[config.mk]
export PLATFORM = sky130hd
export DESIGN_NAME = rx_addr_gate
export DESIGN_NICKNAME = d
export VERILOG_FILES = /design/src/rtl/rx_gate_pkg.sv /design/src/rtl/rx_gate_fifo.sv /design/src/rtl/rx_gate_match.sv /design/src/rtl/rx_addr_gate.sv
export SDC_FILE = /design/constraint.sdc
export NUM_CORES = 1
export LEC_CHECK = 0
export BUFFER_PORTS_ARGS = -buffer_cell sky130_fd_sc_hd__buf_2
export CAP_MARGIN = 20
export CORE_MARGIN = 1.5
export CORE_UTILIZATION = 50
export CTS_CLUSTER_SIZE = 20
export DETAILED_ROUTE_END_ITERATION = 12
export PLACE_DENSITY = 0.7
export SLEW_MARGIN = 20
export SYNTH_ARGS = -nofsm -noshare
export SYNTH_HDL_FRONTEND = slang
export SYNTH_HIERARCHICAL = 1
export SYNTH_SLANG_ARGS = --single-unit
[constraint.sdc]
create_clock -name clk -period 5 [get_ports clk]
set_input_delay 0.75 -clock clk [delete_from_list [all_inputs] [get_ports clk]]
set_output_delay 0.75 -clock clk [all_outputs]
set_load 0.01 [all_outputs]
[src/rtl/rx_gate_pkg.sv]
package rx_gate_pkg;
  typedef enum logic [1:0] {
    S_IDLE = 2'd0,
    S_ADDR = 2'd1,
    S_PASS = 2'd2,
    S_DROP = 2'd3
  } gate_state_t;
endpackage

[src/rtl/rx_gate_fifo.sv]
module rx_gate_fifo #(
  parameter int W     = 9,
  parameter int DEPTH = 8
) (
  input  logic         clk,
  input  logic         rst,
  input  logic         flush,
  input  logic         push,
  input  logic [W-1:0] wdata,
  input  logic         pop,
  output logic [W-1:0] rdata,
  output logic         rvalid,
  output logic         empty
);
  localparam int PTR_W = $clog2(DEPTH);

  logic [W-1:0]   mem [DEPTH];
  logic [PTR_W-1:0] wr_ptr, rd_ptr;
  logic [PTR_W:0]   count;
  logic do_push, do_pop;

  assign empty   = (count == '0);
  assign do_push = push && !flush;
  assign do_pop  = pop && !flush && !empty;

  // storage without reset so it can map to block RAM
  always_ff @(posedge clk) begin
    if (do_push) mem[wr_ptr] <= wdata;
  end

  always_ff @(posedge clk) begin
    if (do_pop) rdata <= mem[rd_ptr];
  end

  always_ff @(posedge clk) begin
    if (rst || flush) begin
      wr_ptr <= '0;
      rd_ptr <= '0;
      count  <= '0;
      rvalid <= 1'b0;
    end else begin
      rvalid <= do_pop;
      if (do_push) wr_ptr <= wr_ptr + 1'b1;
      if (do_pop)  rd_ptr <= rd_ptr + 1'b1;
      case ({do_push, do_pop})
        2'b10:   count <= count + 1'b1;
        2'b01:   count <= count - 1'b1;
        default: count <= count;
      endcase
    end
  end
endmodule

[src/rtl/rx_gate_match.sv]
module rx_gate_match #(
  parameter int DATA_W     = 8,
  parameter int ADDR_BYTES = 6,
  localparam int IDX_W     = (ADDR_BYTES > 1) ? $clog2(ADDR_BYTES) : 1
) (
  input  logic                         clk,
  input  logic                         rst,
  input  logic                         en,
  input  logic                         first,
  input  logic [IDX_W-1:0]             idx,
  input  logic [DATA_W-1:0]            data,
  input  logic [ADDR_BYTES*DATA_W-1:0] station,
  output logic                         ind_hit,
  output logic                         bc_hit,
  output logic                         mc_hit
);
  logic ind_acc, bc_acc, mc_q;
  logic [DATA_W-1:0] own_byte;

  assign own_byte = station[idx*DATA_W +: DATA_W];

  // hits include the byte currently presented
  always_comb begin
    ind_hit = (first ? 1'b1 : ind_acc) && (data == own_byte);
    bc_hit  = (first ? 1'b1 : bc_acc) && (&data);
    mc_hit  = first ? data[0] : mc_q;
  end

  always_ff @(posedge clk) begin
    if (rst) begin
      ind_acc <= 1'b0;
      bc_acc  <= 1'b0;
      mc_q    <= 1'b0;
    end else if (en) begin
      ind_acc <= ind_hit;
      bc_acc  <= bc_hit;
      mc_q    <= mc_hit;
    end
  end
endmodule

[src/rtl/rx_addr_gate.sv]
module rx_addr_gate
  import rx_gate_pkg::*;
#(
  parameter int DATA_W     = 8,
  parameter int ADDR_BYTES = 6
) (
  input  logic                         clk,
  input  logic                         rst,
  input  logic                         in_valid,
  input  logic [DATA_W-1:0]            in_data,
  input  logic                         in_sof,
  input  logic                         in_eof,
  input  logic [ADDR_BYTES*DATA_W-1:0] station_addr,
  input  logic                         group_en,
  input  logic                         ext_reject,
  input  logic                         collision,
  output logic                         out_valid,
  output logic [DATA_W-1:0]            out_data,
  output logic                         out_eof,
  output logic                         frame_accept,
  output logic                         frame_discard,
  output logic                         buf_rewind
);
  localparam int IDX_W = (ADDR_BYTES > 1) ? $clog2(ADDR_BYTES) : 1;
  localparam int DEPTH = 1 << $clog2(ADDR_BYTES + 2);
  localparam int ENT_W = DATA_W + 1;
  localparam logic [IDX_W-1:0] LAST_IDX = IDX_W'(ADDR_BYTES - 1);

  gate_state_t state, state_d;
  logic [IDX_W-1:0] idx_q, idx_d, byte_idx;
  logic rej_q, rej_d, rej_now;
  logic pass_open, open_d;
  logic acc_d, disc_d, rew_d;
  logic starting, in_addr, frame_byte, last_addr, hit;
  logic push, flush, pop;
  logic ind_hit, bc_hit, mc_hit;
  logic [ENT_W-1:0] fifo_rdata;
  logic fifo_rvalid, fifo_empty;

  assign starting   = (state == S_IDLE) && in_valid && in_sof && !pass_open;
  assign in_addr    = starting || (state == S_ADDR);
  assign byte_idx   = starting ? '0 : idx_q;
  assign frame_byte = in_addr && in_valid && !collision;
  assign last_addr  = (byte_idx == LAST_IDX);
  assign rej_now    = (starting ? 1'b0 : rej_q) | ext_reject;
  assign hit        = ind_hit | bc_hit | (mc_hit & group_en);
  assign pop        = pass_open && !fifo_empty;

  rx_gate_match #(
    .DATA_W     (DATA_W),
    .ADDR_BYTES (ADDR_BYTES)
  ) u_match (
    .clk     (clk),
    .rst     (rst),
    .en      (frame_byte),
    .first   (starting),
    .idx     (byte_idx),
    .data    (in_data),
    .station (station_addr),
    .ind_hit (ind_hit),
    .bc_hit  (bc_hit),
    .mc_hit  (mc_hit)
  );

  rx_gate_fifo #(
    .W     (ENT_W),
    .DEPTH (DEPTH)
  ) u_fifo (
    .clk    (clk),
    .rst    (rst),
    .flush  (flush),
    .push   (push),
    .wdata  ({in_eof, in_data}),
    .pop    (pop),
    .rdata  (fifo_rdata),
    .rvalid (fifo_rvalid),
    .empty  (fifo_empty)
  );

  always_comb begin
    state_d = state;
    idx_d   = idx_q;
    rej_d   = rej_q;
    open_d  = pass_open;
    push    = 1'b0;
    flush   = 1'b0;
    acc_d   = 1'b0;
    disc_d  = 1'b0;
    rew_d   = 1'b0;
    if (fifo_rvalid && fifo_rdata[DATA_W]) open_d = 1'b0;
    case (state)
      S_IDLE, S_ADDR: begin
        if (in_addr) begin
          rej_d = rej_now;
          if (collision) begin
            disc_d  = 1'b1;
            flush   = 1'b1;
            state_d = S_IDLE;
          end else if (in_valid) begin
            push = 1'b1;
            if (last_addr) begin
              if (hit && !rej_now) begin
                acc_d   = 1'b1;
                open_d  = 1'b1;
                state_d = in_eof ? S_IDLE : S_PASS;
              end else begin
                disc_d  = 1'b1;
                flush   = 1'b1;
                state_d = in_eof ? S_IDLE : S_DROP;
              end
            end else if (in_eof) begin
              disc_d  = 1'b1;
              flush   = 1'b1;
              state_d = S_IDLE;
            end else begin
              idx_d   = IDX_W'(byte_idx + 1'b1);
              state_d = S_ADDR;
            end
          end
        end
      end
      S_PASS: begin
        if (collision) begin
          rew_d   = 1'b1;
          flush   = 1'b1;
          open_d  = 1'b0;
          state_d = S_IDLE;
        end else if (in_valid) begin
          push = 1'b1;
          if (in_eof) state_d = S_IDLE;
        end
      end
      S_DROP: begin
        if (collision || (in_valid && in_eof)) state_d = S_IDLE;
      end
      default: state_d = S_IDLE;
    endcase
  end

  always_ff @(posedge clk) begin
    if (rst) begin
      state         <= S_IDLE;
      idx_q         <= '0;
      rej_q         <= 1'b0;
      pass_open     <= 1'b0;
      frame_accept  <= 1'b0;
      frame_discard <= 1'b0;
      buf_rewind    <= 1'b0;
    end else begin
      state         <= state_d;
      idx_q         <= idx_d;
      rej_q         <= rej_d;
      pass_open     <= open_d;
      frame_accept  <= acc_d;
      frame_discard <= disc_d;
      buf_rewind    <= rew_d;
    end
  end

  assign out_valid = fifo_rvalid;
  assign out_data  = fifo_rvalid ? fifo_rdata[DATA_W-1:0] : '0;
  assign out_eof   = fifo_rvalid && fifo_rdata[DATA_W];
endmodule

# Word-level counts from Yosys, hierarchy flattened

Memories as Yosys holds them, arrays and structs flattened. A register that Yosys moved wholly into a read port is not among the register bits.
Index checks and enable logic that the tools add are counted.

Bits in registers: 24
Memories: 1
Output and inout port bits: 13
Word-level logic and storage cells: 120
Bits of input ports: 64
Bits in writable memories: 72

Add/sub/neg operators: 5
Bitwise logic cells: 11
Reductions and logical operators: 33
Shift operators: 1
Eq/ne operators: 12
Muxes and demuxes: 43

Memory list:

| memory     | words | width | read ports | clocked after memory_dff | wr ports | RTL line           | text |
|---|---|---|---|---|---|---|---|
| u_fifo.mem | 8     | 9     | 1          | 1                        | 1        | rx_gate_fifo.sv:17 | `logic [W-1:0] mem [DEPTH];` |

Operators with widths:

| operator                                             | count |
|---|---|
| indexed part select 48 x 7 -> 8 bit                  | 1 |
| two-way mux 1 bit                                    | 25 |
| two-way mux 2 bit                                    | 11 |
| logical AND 1 bit                                    | 14 |
| adder 3 x 1 -> 3 bit (second input constant)         | 3 |
| inequality test 3 bit (second input constant)        | 3 |
| equality test 8 bit                                  | 1 |
| two-way mux 8 bit                                    | 1 |
| one-hot mux 4 bit (2 select lines)                   | 1 |
| AND reduction 8 bit                                  | 1 |
| NOT 1 bit                                            | 7 |
| equality test 2 bit (second input constant)          | 3 |
| one-hot mux 1 bit (2 select lines)                   | 3 |
| one-hot mux 2 bit (3 select lines)                   | 1 |
| AND reduction 6 bit                                  | 1 |
| OR reduction 2 bit                                   | 3 |
| OR reduction 6 bit                                   | 1 |
| zero test 1 bit                                      | 5 |
| AND reduction 5 bit                                  | 1 |
| adder 4 x 1 -> 4 bit (second input constant)         | 1 |
| equality test 2 x 1 -> 1 bit (second input constant) | 2 |
| zero test 4 bit                                      | 1 |
| inequality test 2 bit (second input constant)        | 2 |
| subtractor 4 x 1 -> 4 bit (second input constant)    | 1 |
| 8 further kinds                                      | 12 |

# Depth between registers and ports, before layout

Gate-level depths: netlist of the first run.

Depth in word-level cells: 22
Mapped depth: 24
Gate-level depth less buffers: 21

# Cells and area by module

Netlist of the first run, hierarchy kept.

By module, submodules not included:

| module        | sequential area each (sq um) | times used | cells each | area each (sq um) |
|---|---|---|---|---|
| rx_gate_fifo  | 2652.5                       | 1          | 187        | 3677.3 |
| rx_gate_match | 60.1                         | 1          | 76         | 718.2 |
| rx_addr_gate  | 200.2                        | 1          | 80         | 678.2 |

# Least setup slack after synthesis of the first run

OpenSTA, ideal clock, no wires.

Path type: input -> register
Start: input in_valid
End: register u_fifo.count[2]
Path slack: -0.099 ns
Buffers on the path: 2
Library setup time: 0.128 ns
Stages on the path: 22
Arrival: 4.971 ns
Path through: nand3b_1 > or2_1 > and2_4 > buf_6 > buf_4 > or2_2 > a2bb2oi_1 > mux2i_1 > or4_4 > nor3_1 > a211o_1 > o211ai_1 > a31oi_1 > a21oi_1 > nor2_1 > ha_1 > inv_1 > fa_1 > xor2_1 > nor2_1 > a21oi_1 > nor2_1

Word-level cells in the longest chain between the ends: 21
Elaborated cells between the ends (all ways): 39

RTL lines:

| item                                                                     | RTL line            | text |
|---|---|---|
| start, declared                                                          | rx_addr_gate.sv:9   | `input logic in_valid,` |
| logical AND 1 bit * (3 in a row)                                         | rx_addr_gate.sv:40  | `assign starting = (state == S_IDLE) && in_valid && in_sof && !pass_open;` |
| two-way mux 3 bit *                                                      | rx_addr_gate.sv:42  | `assign byte_idx = starting ? '0 : idx_q;` |
| via byte_idx[0]                                                          | rx_addr_gate.sv:30  | `logic [IDX_W-1:0] idx_q, idx_d, byte_idx;` |
| indexed part select 48 x 7 -> 8 bit *                                    | rx_gate_match.sv:20 | `assign own_byte = station[idx*DATA_W +: DATA_W];` |
| equality test 8 bit *                                                    | rx_gate_match.sv:24 | `ind_hit = (first ? 1'b1 : ind_acc) && (data == own_byte);` |
| logical AND 1 bit *                                                      | rx_gate_match.sv:24 |  |
| via ind_hit                                                              | rx_addr_gate.sv:36  | `logic ind_hit, bc_hit, mc_hit;` |
| OR 1 bit * (2 in a row)                                                  | rx_addr_gate.sv:46  | `assign hit = ind_hit \| bc_hit \| (mc_hit & group_en);` |
| [5 not listed]                                                           | -                   |  |
| two-way mux 1 bit *                                                      | rx_addr_gate.sv:93  | `if (in_addr) begin` |
| one-hot mux 1 bit (2 select lines) *                                     | rx_addr_gate.sv:91  | `case (state)` |
| via flush                                                                | rx_addr_gate.sv:35  | `logic push, flush, pop;` |
| zero test 1 bit *                                                        | rx_gate_fifo.sv:24  | `assign do_pop = pop && !flush && !empty;` |
| logical AND 1 bit * (2 in a row)                                         | rx_gate_fifo.sv:24  |  |
| via u_fifo.do_pop                                                        | rx_gate_fifo.sv:20  | `logic do_push, do_pop;` |
| equality test 2 x 1 -> 1 bit or equality test 2 bit (tied branches)      | rx_gate_fifo.sv:45  | `case ({do_push, do_pop})` |
| one-hot mux 4 bit (2 select lines) or nonzero test 2 bit (tied branches) | -                   |  |
| end signal, assigned                                                     | rx_gate_fifo.sv:46  | `2'b10: count <= count + 1'b1;` |
| end signal, assigned                                                     | rx_gate_fifo.sv:47  | `2'b01: count <= count - 1'b1;` |
| end signal, assigned                                                     | rx_gate_fifo.sv:48  | `default: count <= count;` |
| end, declared                                                            | rx_gate_fifo.sv:19  | `logic [PTR_W:0] count;` |

The timed path passes the listed nets; every way through them passes the cells marked *.
A chain may end at the register's enable or synchronous reset.

# Final worst setup path of the first run

Start: input in_sof
End: register u_fifo.count[3]

Word-level cells in the longest chain between the ends: 20
Elaborated cells between the ends (all ways): 36

RTL lines:

| item                                                                     | RTL line                               | text |
|---|---|---|
| start, declared                                                          | rx_addr_gate.sv:11                     | `input logic in_sof,` |
| logical AND 1 bit * (2 in a row)                                         | rx_addr_gate.sv:40                     |  |
| two-way mux 3 bit *                                                      | rx_addr_gate.sv:42                     |  |
| via byte_idx[0]                                                          | rx_addr_gate.sv:30                     |  |
| indexed part select 48 x 7 -> 8 bit *                                    | rx_gate_match.sv:20                    |  |
| equality test 8 bit *                                                    | rx_gate_match.sv:24                    |  |
| logical AND 1 bit *                                                      | rx_gate_match.sv:24                    |  |
| via ind_hit                                                              | rx_addr_gate.sv:36                     |  |
| OR 1 bit * (2 in a row)                                                  | rx_addr_gate.sv:46                     |  |
| [4 not listed]                                                           | -                                      |  |
| two-way mux 1 bit *                                                      | rx_addr_gate.sv:95                     | `if (collision) begin` |
| two-way mux 1 bit *                                                      | rx_addr_gate.sv:93                     |  |
| one-hot mux 1 bit (2 select lines) *                                     | rx_addr_gate.sv:91                     |  |
| via flush                                                                | rx_addr_gate.sv:35                     |  |
| zero test 1 bit                                                          | rx_gate_fifo.sv:23, rx_gate_fifo.sv:24 |  |
| logical AND 1 bit (2 in a row)                                           | rx_gate_fifo.sv:24                     |  |
| equality test 2 x 1 -> 1 bit or equality test 2 bit (tied branches)      | rx_gate_fifo.sv:45                     |  |
| one-hot mux 4 bit (2 select lines) or nonzero test 2 bit (tied branches) | -                                      |  |

Marks and branches as above.

==> impl_metrics.py, run 1 <==
metrics = {
    "worst_setup_path": {
        "worstSetupStartpointType": "input pin",
        "crit_path_end_kind": "flip-flop",
        "path_max_fanout": 11,
        "worstSetupPathType": "in2reg",
        "crit_start": "in_sof",
        "critPathRequiredTime_ns": 5.25,
        "timing.rr.start": "state[0]",
        "arrival_ns": 4.92,
    },
    "route": {
        "detail_route.first_pass.iterations": 4,
        "met3WireLength_um": 358,
        "antenna_left": 0,
        "avgRoutedWirePerCell_um": 16.02,
        "wl_met2_mm": 4.582,
        "num_vias": 3085,
        "wl_mm": 9.165,
        "drt-met1-wl_mm": 4.111,
        "dr.first_iter.drc_count": 141,
        "drc_errors": 0,
        "routed.top_layer": "met4",
        "viasPerCell": 5.393,
    },
    "final_layout": {
        "fillerInstances": 798,
        "ff_latch_area_sq_um": 2913,
        "multi_input_area_sq_um": 2054,
        "post-route-util_pct": 59.94,
        "fin_nets": 506,
        "layoutNonFillerInstCount": 572,
        "syn_to_final_growth_pct": 16.00,
        "n_antenna_cell": 0,
        "drive_above_1_share_pct": 35.76,
        "fin_area_sq_um": 5886,
    },
    "pwr": {
        "p_comb_share_pct": 7.5,
        "p_seq_share_pct": 60.9,
        "ir_drop_mv": 0.1219,
        "power.switching_mw": 0.3563,
        "p_leak_nw": 2.121,
        "p_int_mw": 1.195,
        "swShare_pct": 22.97,
        "powerDensity_nw_per_um2": 263.5,
        "power_frac_clock_pct": 31.5,
        "p_total_mw": 1.551,
    },
    "worst_hold_path": {
        "hp-start": "u_match/mc_q",
        "hold_class": "reg2reg",
    },
    "timing": {
        "finalWorstSetupSlack_ns": 0.3266,
        "rsz0062_at_grt": "false",
        "hold_ws_ns": 0.5150,
        "relSlewSlack_pct": 43.61,
        "finalMaxSlewViolations": 0,
        "setup_tns_ns": 0,
        "period_needed_ns": 4.673,
        "hold_viol_final": 0,
        "post-route-period-util_pct": 93.47,
        "worst_slew_pin_slew_ns": 0.8447,
        "fin_skew_ns": 0.01567,
        "finalSetupViolations": 0,
        "fmax_mhz": 214.0,
    },
    "logic_synthesis": {
        "synth-edff-count": 81,
        "yosys_most_used_dff": "edfxtp_1",
        "synth.distinct_cells": 57,
        "avgSynthCellArea_sq_um": 14.79,
        "syn_area_sq_um": 5074,
        "synth-seq-cells": 105,
        "syn_inst": 343,
        "synth-seq-area-share_pct": 57.41,
        "async_flop_share_pct": 0,
        "synthesis.nets": 415,
        "yosysWarningCount": 6,
    },
    "placed_design": {
        "placedInstanceArea_sq_um": 5672,
        "dpl_worst_slack_ns": -0.09005,
        "gp_congestion": 0.8030,
        "placed_cells": 556,
        "io_buffers": 76,
        "dp_hpwl_mm": 6.808,
    },
    "global_routing": {
        "first_global_vias": 3085,
        "grt_pass1_wl_mm": 15.12,
        "grt_max_degree": 21,
        "grt_antenna_before_repair": 0,
        "grt.overflow.total": 0,
        "gr-usage-all-layers_pct": 17.98,
    },
    "floorplan": {
        "die_y_um": 103.7,
        "rows": 36,
        "die_area_sq_um": 10760,
        "start_util_pct": 51.67,
        "core_area_sq_um": 9819,
        "pin_count": 77,
        "die_w_um": 103.7,
    },
    "clock_network": {
        "cts_hold_buf": 0,
        "clockRootBuffer": "clkbuf_8",
        "numClockSinks": 105,
        "cts_buffers": 9,
        "clkLatencyLatePin_ns": 0.36,
        "postCtsSetupBuffers": 0,
        "h-tree-depth": 3,
        "cts_buffer_depth": 2,
        "cts_tree": "built",
        "clk_pin_slew_ns": 0.10,
    },
    "job": {
        "maxCapViolations": 0,
    },
    "run_status": {
        "status": "finished, final reports clean",
    },
}
-- cells by family (layout without fill, tap and decap cells) --
logic type	Yosys count	after routing	share of synthesized area [%]
DFF	105	105	57.41
and+or+nand+nor	98	98	10.68
muxes	53	53	18.08
AOI/OAI and AO/OA	43	43	6.856
buffers and inverters	23	119	2.614
xor gates and xnor gates	13	13	2.244
adders and majority gates	8	8	2.121
-- synthesized netlist by cell type (3+ instances only) --
| cell type | instances | area (sq um) |
|---|---|---|
| a211oi_1 | 4 | 30.03 |
| a21oi_1 | 13 | 65.06 |
| a22oi_1 | 3 | 22.52 |
| and2_1 | 11 | 68.82 |
| buf_2 | 3 | 15.01 |
| buf_6 | 3 | 33.78 |
| clkbuf_1 | 4 | 15.01 |
| dfxtp_1 | 24 | 480.5 |
| edfxtp_1 | 81 | 2432 |
| ha_1 | 7 | 87.58 |
| inv_1 | 9 | 33.78 |
| mux2_2 | 6 | 67.56 |
| mux2_4 | 9 | 135.1 |
| mux2i_1 | 14 | 140.1 |
| mux4_1 | 9 | 236.5 |
| mux4_2 | 15 | 337.8 |
| nand2_1 | 7 | 26.28 |
| nand2b_1 | 10 | 62.56 |
| nand3_1 | 3 | 15.01 |
| nand3b_1 | 3 | 22.52 |
| nor2_1 | 32 | 120.1 |
| nor2b_1 | 4 | 25.02 |
| nor3_1 | 8 | 40.04 |
| o211ai_1 | 4 | 30.03 |
| o21ai_0 | 3 | 15.01 |
| or2_2 | 3 | 18.77 |
| xnor2_1 | 7 | 61.31 |
| xor2_1 | 6 | 52.55 |
-- sequential cells by signal, summed over array words and instances, names as in the netlist --
register and count:
buf_rewind 1, u_fifo/count 4, frame_accept 1, u_fifo/rd_ptr 3, state 2, u_fifo/mem 72
idx_q 3, u_match/ind_acc 1, pass_open 1, u_match/mc_q 1, u_fifo/rvalid 1, frame_discard 1
u_fifo/rdata 9, rej_q 1, u_fifo/wr_ptr 3, u_match/bc_acc 1
-- routing by layer --
layer	GRT usage, %	vias to the layer above
met3	2.517	9
met1	23.17	1472
li1	-	1516
met4	6.944	0
met5	0	-
met2	31.00	88
-- final cells by class --
| class | instances | share of cell area [%] |
|---|---|---|
| inverter | 9 | 0.5740 |
| timing repair buffer | 94 | 8.971 |
| sequential | 105 | 49.49 |
| multi-input combinational | 215 | 34.91 |
| tap | 133 | 2.827 |
| clock inverter | 6 | 1.063 |
| clock buffer | 10 | 2.168 |
-- critical path, cell delays in order --
cell       delay (ns)
buf_2            0.11
nand3b_1         0.11
or2_4            0.30
and2_4           0.21
buf_12           0.16
or2_2            0.31
a2bb2oi_1        0.15
mux2i_1          0.15
or4_4            0.49
nor3_1           0.17
a211o_1          0.13
o211ai_1         0.13
a31oi_1          0.25
a21oi_1          0.11
nand2b_1         0.21
ha_4             0.23
ha_1             0.34
nand3_1          0.13
and4b_1          0.23
o21ai_0          0.15
o31ai_1          0.09
-- path summary, 6_finish.rpt --
check,depth (start not counted),end,slack (ns)
max,21,u_fifo/count[3],0.33
min,2,u_match/mc_q,0.52
max reg2reg,20,u_fifo/count[3],0.34
min reg2reg,2,u_match/mc_q,0.52
-- cell usage in the layout (no fill, tap or decap), drive strengths merged, types with 8 or more instances in the layout --
master   n
mux2    15
buf     94
inv     12
mux4    24
a21oi   13
nor2    32
nand2b  12
dfxtp   24
edfxtp  81
and2    12
clkbuf  10
nor3     8
mux2i   14
-- power groups by stage --
stage	registers (mW)	clock network [mW]	logic [mW]
3_3_place_gp	0.965	0	0.113
2_1_floorplan	0.965	0	0.0628
4_1_cts	0.945	0.507	0.116
5_1_grt	0.946	0.540	0.130
6_report	0.945	0.489	0.117
3_5_place_dp	0.965	0	0.116
-- repair_timing --
action | 4_1_cts | 5_1_grt
setup endpoints to repair | 0 | 1
gates resized for setup | 0 | 5
hold endpoints to repair | 0 | 0
Power figures use the tool's default switching activity.
==> run 2, diff against run 1 <==
--- a/config.mk
+++ b/config.mk
@@ -12,6 +12,7 @@
 export CTS_CLUSTER_SIZE = 20
 export DETAILED_ROUTE_END_ITERATION = 12
 export PLACE_DENSITY = 0.7
+export RECOVER_POWER = 100
 export SLEW_MARGIN = 20
 export SYNTH_ARGS = -nofsm -noshare
 export SYNTH_HDL_FRONTEND = slang
==> impl_metrics.py, run 2 (synthesized netlist as in run 1, its figures left out) <==
metrics = {
    "timing": {
        "post-route-period-util_pct": 93.79,
        "hold_viol_final": 0,
        "relSlewSlack_pct": 43.49,
        "finalSetupViolations": 0,
        "finalMaxSlewViolations": 0,
        "worst_slew_pin_slew_ns": 0.8464,
        "fin_skew_ns": 0.01300,
        "fmax_mhz": 213.2,
        "rsz0062_at_grt": "false",
        "period_needed_ns": 4.689,
        "hold_ws_ns": 0.5141,
    },
    "placed_design": {
        "gp_congestion": 0.8030,
        "io_buffers": 76,
        "placed_cells": 556,
        "dp_hpwl_mm": 6.808,
    },
    "global_routing": {
        "grt_pass1_wl_mm": 15.12,
        "gr-usage-all-layers_pct": 17.98,
        "grt.overflow.total": 0,
        "grt_max_degree": 21,
        "first_global_vias": 3085,
        "grt_antenna_before_repair": 0,
    },
    "run_status": {
        "status": "finished, final reports clean",
    },
    "pwr": {
        "ir_drop_mv": 0.1223,
        "p_leak_nw": 1.982,
        "powerDensity_nw_per_um2": 267.1,
        "p_total_mw": 1.546,
    },
    "route": {
        "avgRoutedWirePerCell_um": 16.08,
        "wl_mm": 9.196,
        "drc_errors": 0,
        "detail_route.first_pass.iterations": 4,
        "antenna_left": 0,
        "viasPerCell": 5.393,
        "num_vias": 3085,
        "dr.first_iter.drc_count": 132,
    },
    "worst_setup_path": {
        "crit_path_end_kind": "flip-flop",
        "critPathRequiredTime_ns": 5.23,
        "worstSetupStartpointType": "input pin",
        "crit_end": "u_fifo/count[2]",
        "worstSetupPathType": "in2reg",
        "cpMaxStageDelayCell": "or4_4",
        "worstReg2RegEnd": "u_fifo/count[2]",
        "crit_start": "in_sof",
        "r2r_slack_ns": 0.31,
        "crit_top_cell": "nor2_1",
        "path_max_fanout": 11,
        "timing.rr.start": "state[0]",
        "rr_worst_depth": 21,
        "path_cells": "buf_2 > nand3b_1 > or2_4 > and2_4 > buf_12 > or2_2 > a2bb2oi_1 > mux2i_1 > or4_4 > nor3_1 > a211o_1 > o211ai_1 > a31oi_1 > a21oi_1 > nor2_1 > ha_4 > inv_1 > fa_1 > xor2_1 > nor2_1 > a21oi_1 > nor2_1",
        "arrival_ns": 4.92,
        "critical_path.max_stage_delay_ns": 0.50,
    },
    "final_layout": {
        "syn_to_final_growth_pct": 14.06,
        "n_antenna_cell": 0,
        "final_cell_mix": "edfxtp_1 (81), buf_2 (58), nor2_1 (32)",
        "regMostFlops": "u_fifo/mem",
        "drive_above_1_share_pct": 26.88,
        "reg_top3": "u_fifo/mem (72), u_fifo/rdata (9), u_fifo/count (4)",
        "layoutNonFillerInstCount": 572,
        "final_common_cell": "edfxtp_1",
        "largest_reg_flops": 72,
        "fin_nets": 506,
    },
    "clock_network": {
        "clockRootBuffer": "clkbuf_8",
        "cts_buffers": 9,
        "cts_hold_buf": 0,
        "clk_pin_slew_ns": 0.10,
        "cts_resized": 0,
        "h-tree-depth": 3,
        "clkLatencyLatePin_ns": 0.36,
        "cts_tree": "built",
        "postCtsSetupBuffers": 0,
        "numClockSinks": 105,
        "cts_buffer_depth": 2,
    },
    "floorplan": {
        "die_w_um": 103.7,
        "pin_count": 77,
        "core_area_sq_um": 9819,
        "die_y_um": 103.7,
        "rows": 36,
        "die_area_sq_um": 10760,
        "start_util_pct": 51.67,
    },
    "worst_hold_path": {
        "hold_class": "reg2reg",
    },
    "job": {
        "maxCapViolations": 0,
    },
}
[run 2: cell types whose count changed in the layout (fill, tap and decap cells not counted), moves of 5 or more]
cell	delta
mux2_1	+9
mux2_4	-9
and2_0	+5
buf_4	-11
buf_2	-18
clkbuf_1	+28
and2_1	-5
[run 2: worst max-delay path: cells and delay by family]
family | cells | cell delay, ns
AO/OA/AOI/OAI | 6 | 0.88
adder cells (fa/ha/maj) | 2 | 0.65
multiplexers | 1 | 0.14
XOR/XNOR | 1 | 0.15
buffers and inverters | 3 | 0.34
AND/OR/NAND/NOR | 9 | 1.99
[run 2: area by class of cell]
type	instances	area, sq um
fill	820	4033
tap	133	166.4
clock inverter	6	62.56
multi-input combinational	215	2018
inverter	9	33.78
sequential	105	2913
clock buffer	10	127.6
timing repair buffer	94	465.4
[run 2: how the worst min path moves through the flow]
stage                 startpoint           end  depth (start not counted)
floorplan           u_match/mc_q  u_match/mc_q                          2
global placement    u_match/mc_q  u_match/mc_q                          2
detailed placement  u_match/mc_q  u_match/mc_q                          2
CTS                    pass_open     pass_open                          2
global route           pass_open     pass_open                          2
finish                 pass_open     pass_open                          2
[run 2: through the flow]
step / util [%] / instance area [sq um] / worst slack [ns] / setup TNS (ns)
after floorplan: - / 5076 / 0.07377 / 0
after global placement: 57.76 / 5672 / 0.06928 / 0
after detailed placement: 57.76 / 5672 / -0.09005 / -0.09876
after CTS: 59.70 / 5862 / 0.2764 / 0
after global routing: 58.93 / 5787 / 0.02883 / 0
final: 58.93 / 5787 / 0.3105 / 0
[run 2: metal layers]
metal	wire [um]	track usage, %	vias up	share of wire [%]
met5	0	0	-	0
met4	95	6.944	0	1.0
met1	4046	23.17	1461	44
li1	-	-	1519	-
met3	465	2.517	8	5.1
met2	4589	31.00	97	50
[run 2: where the power goes]
part	switching, mW	internal, mW	leakage [nW]
Clock	0.294	0.194	0.0961
Combinational	0.0576	0.0545	0.963
Sequential	0.00340	0.942	0.923
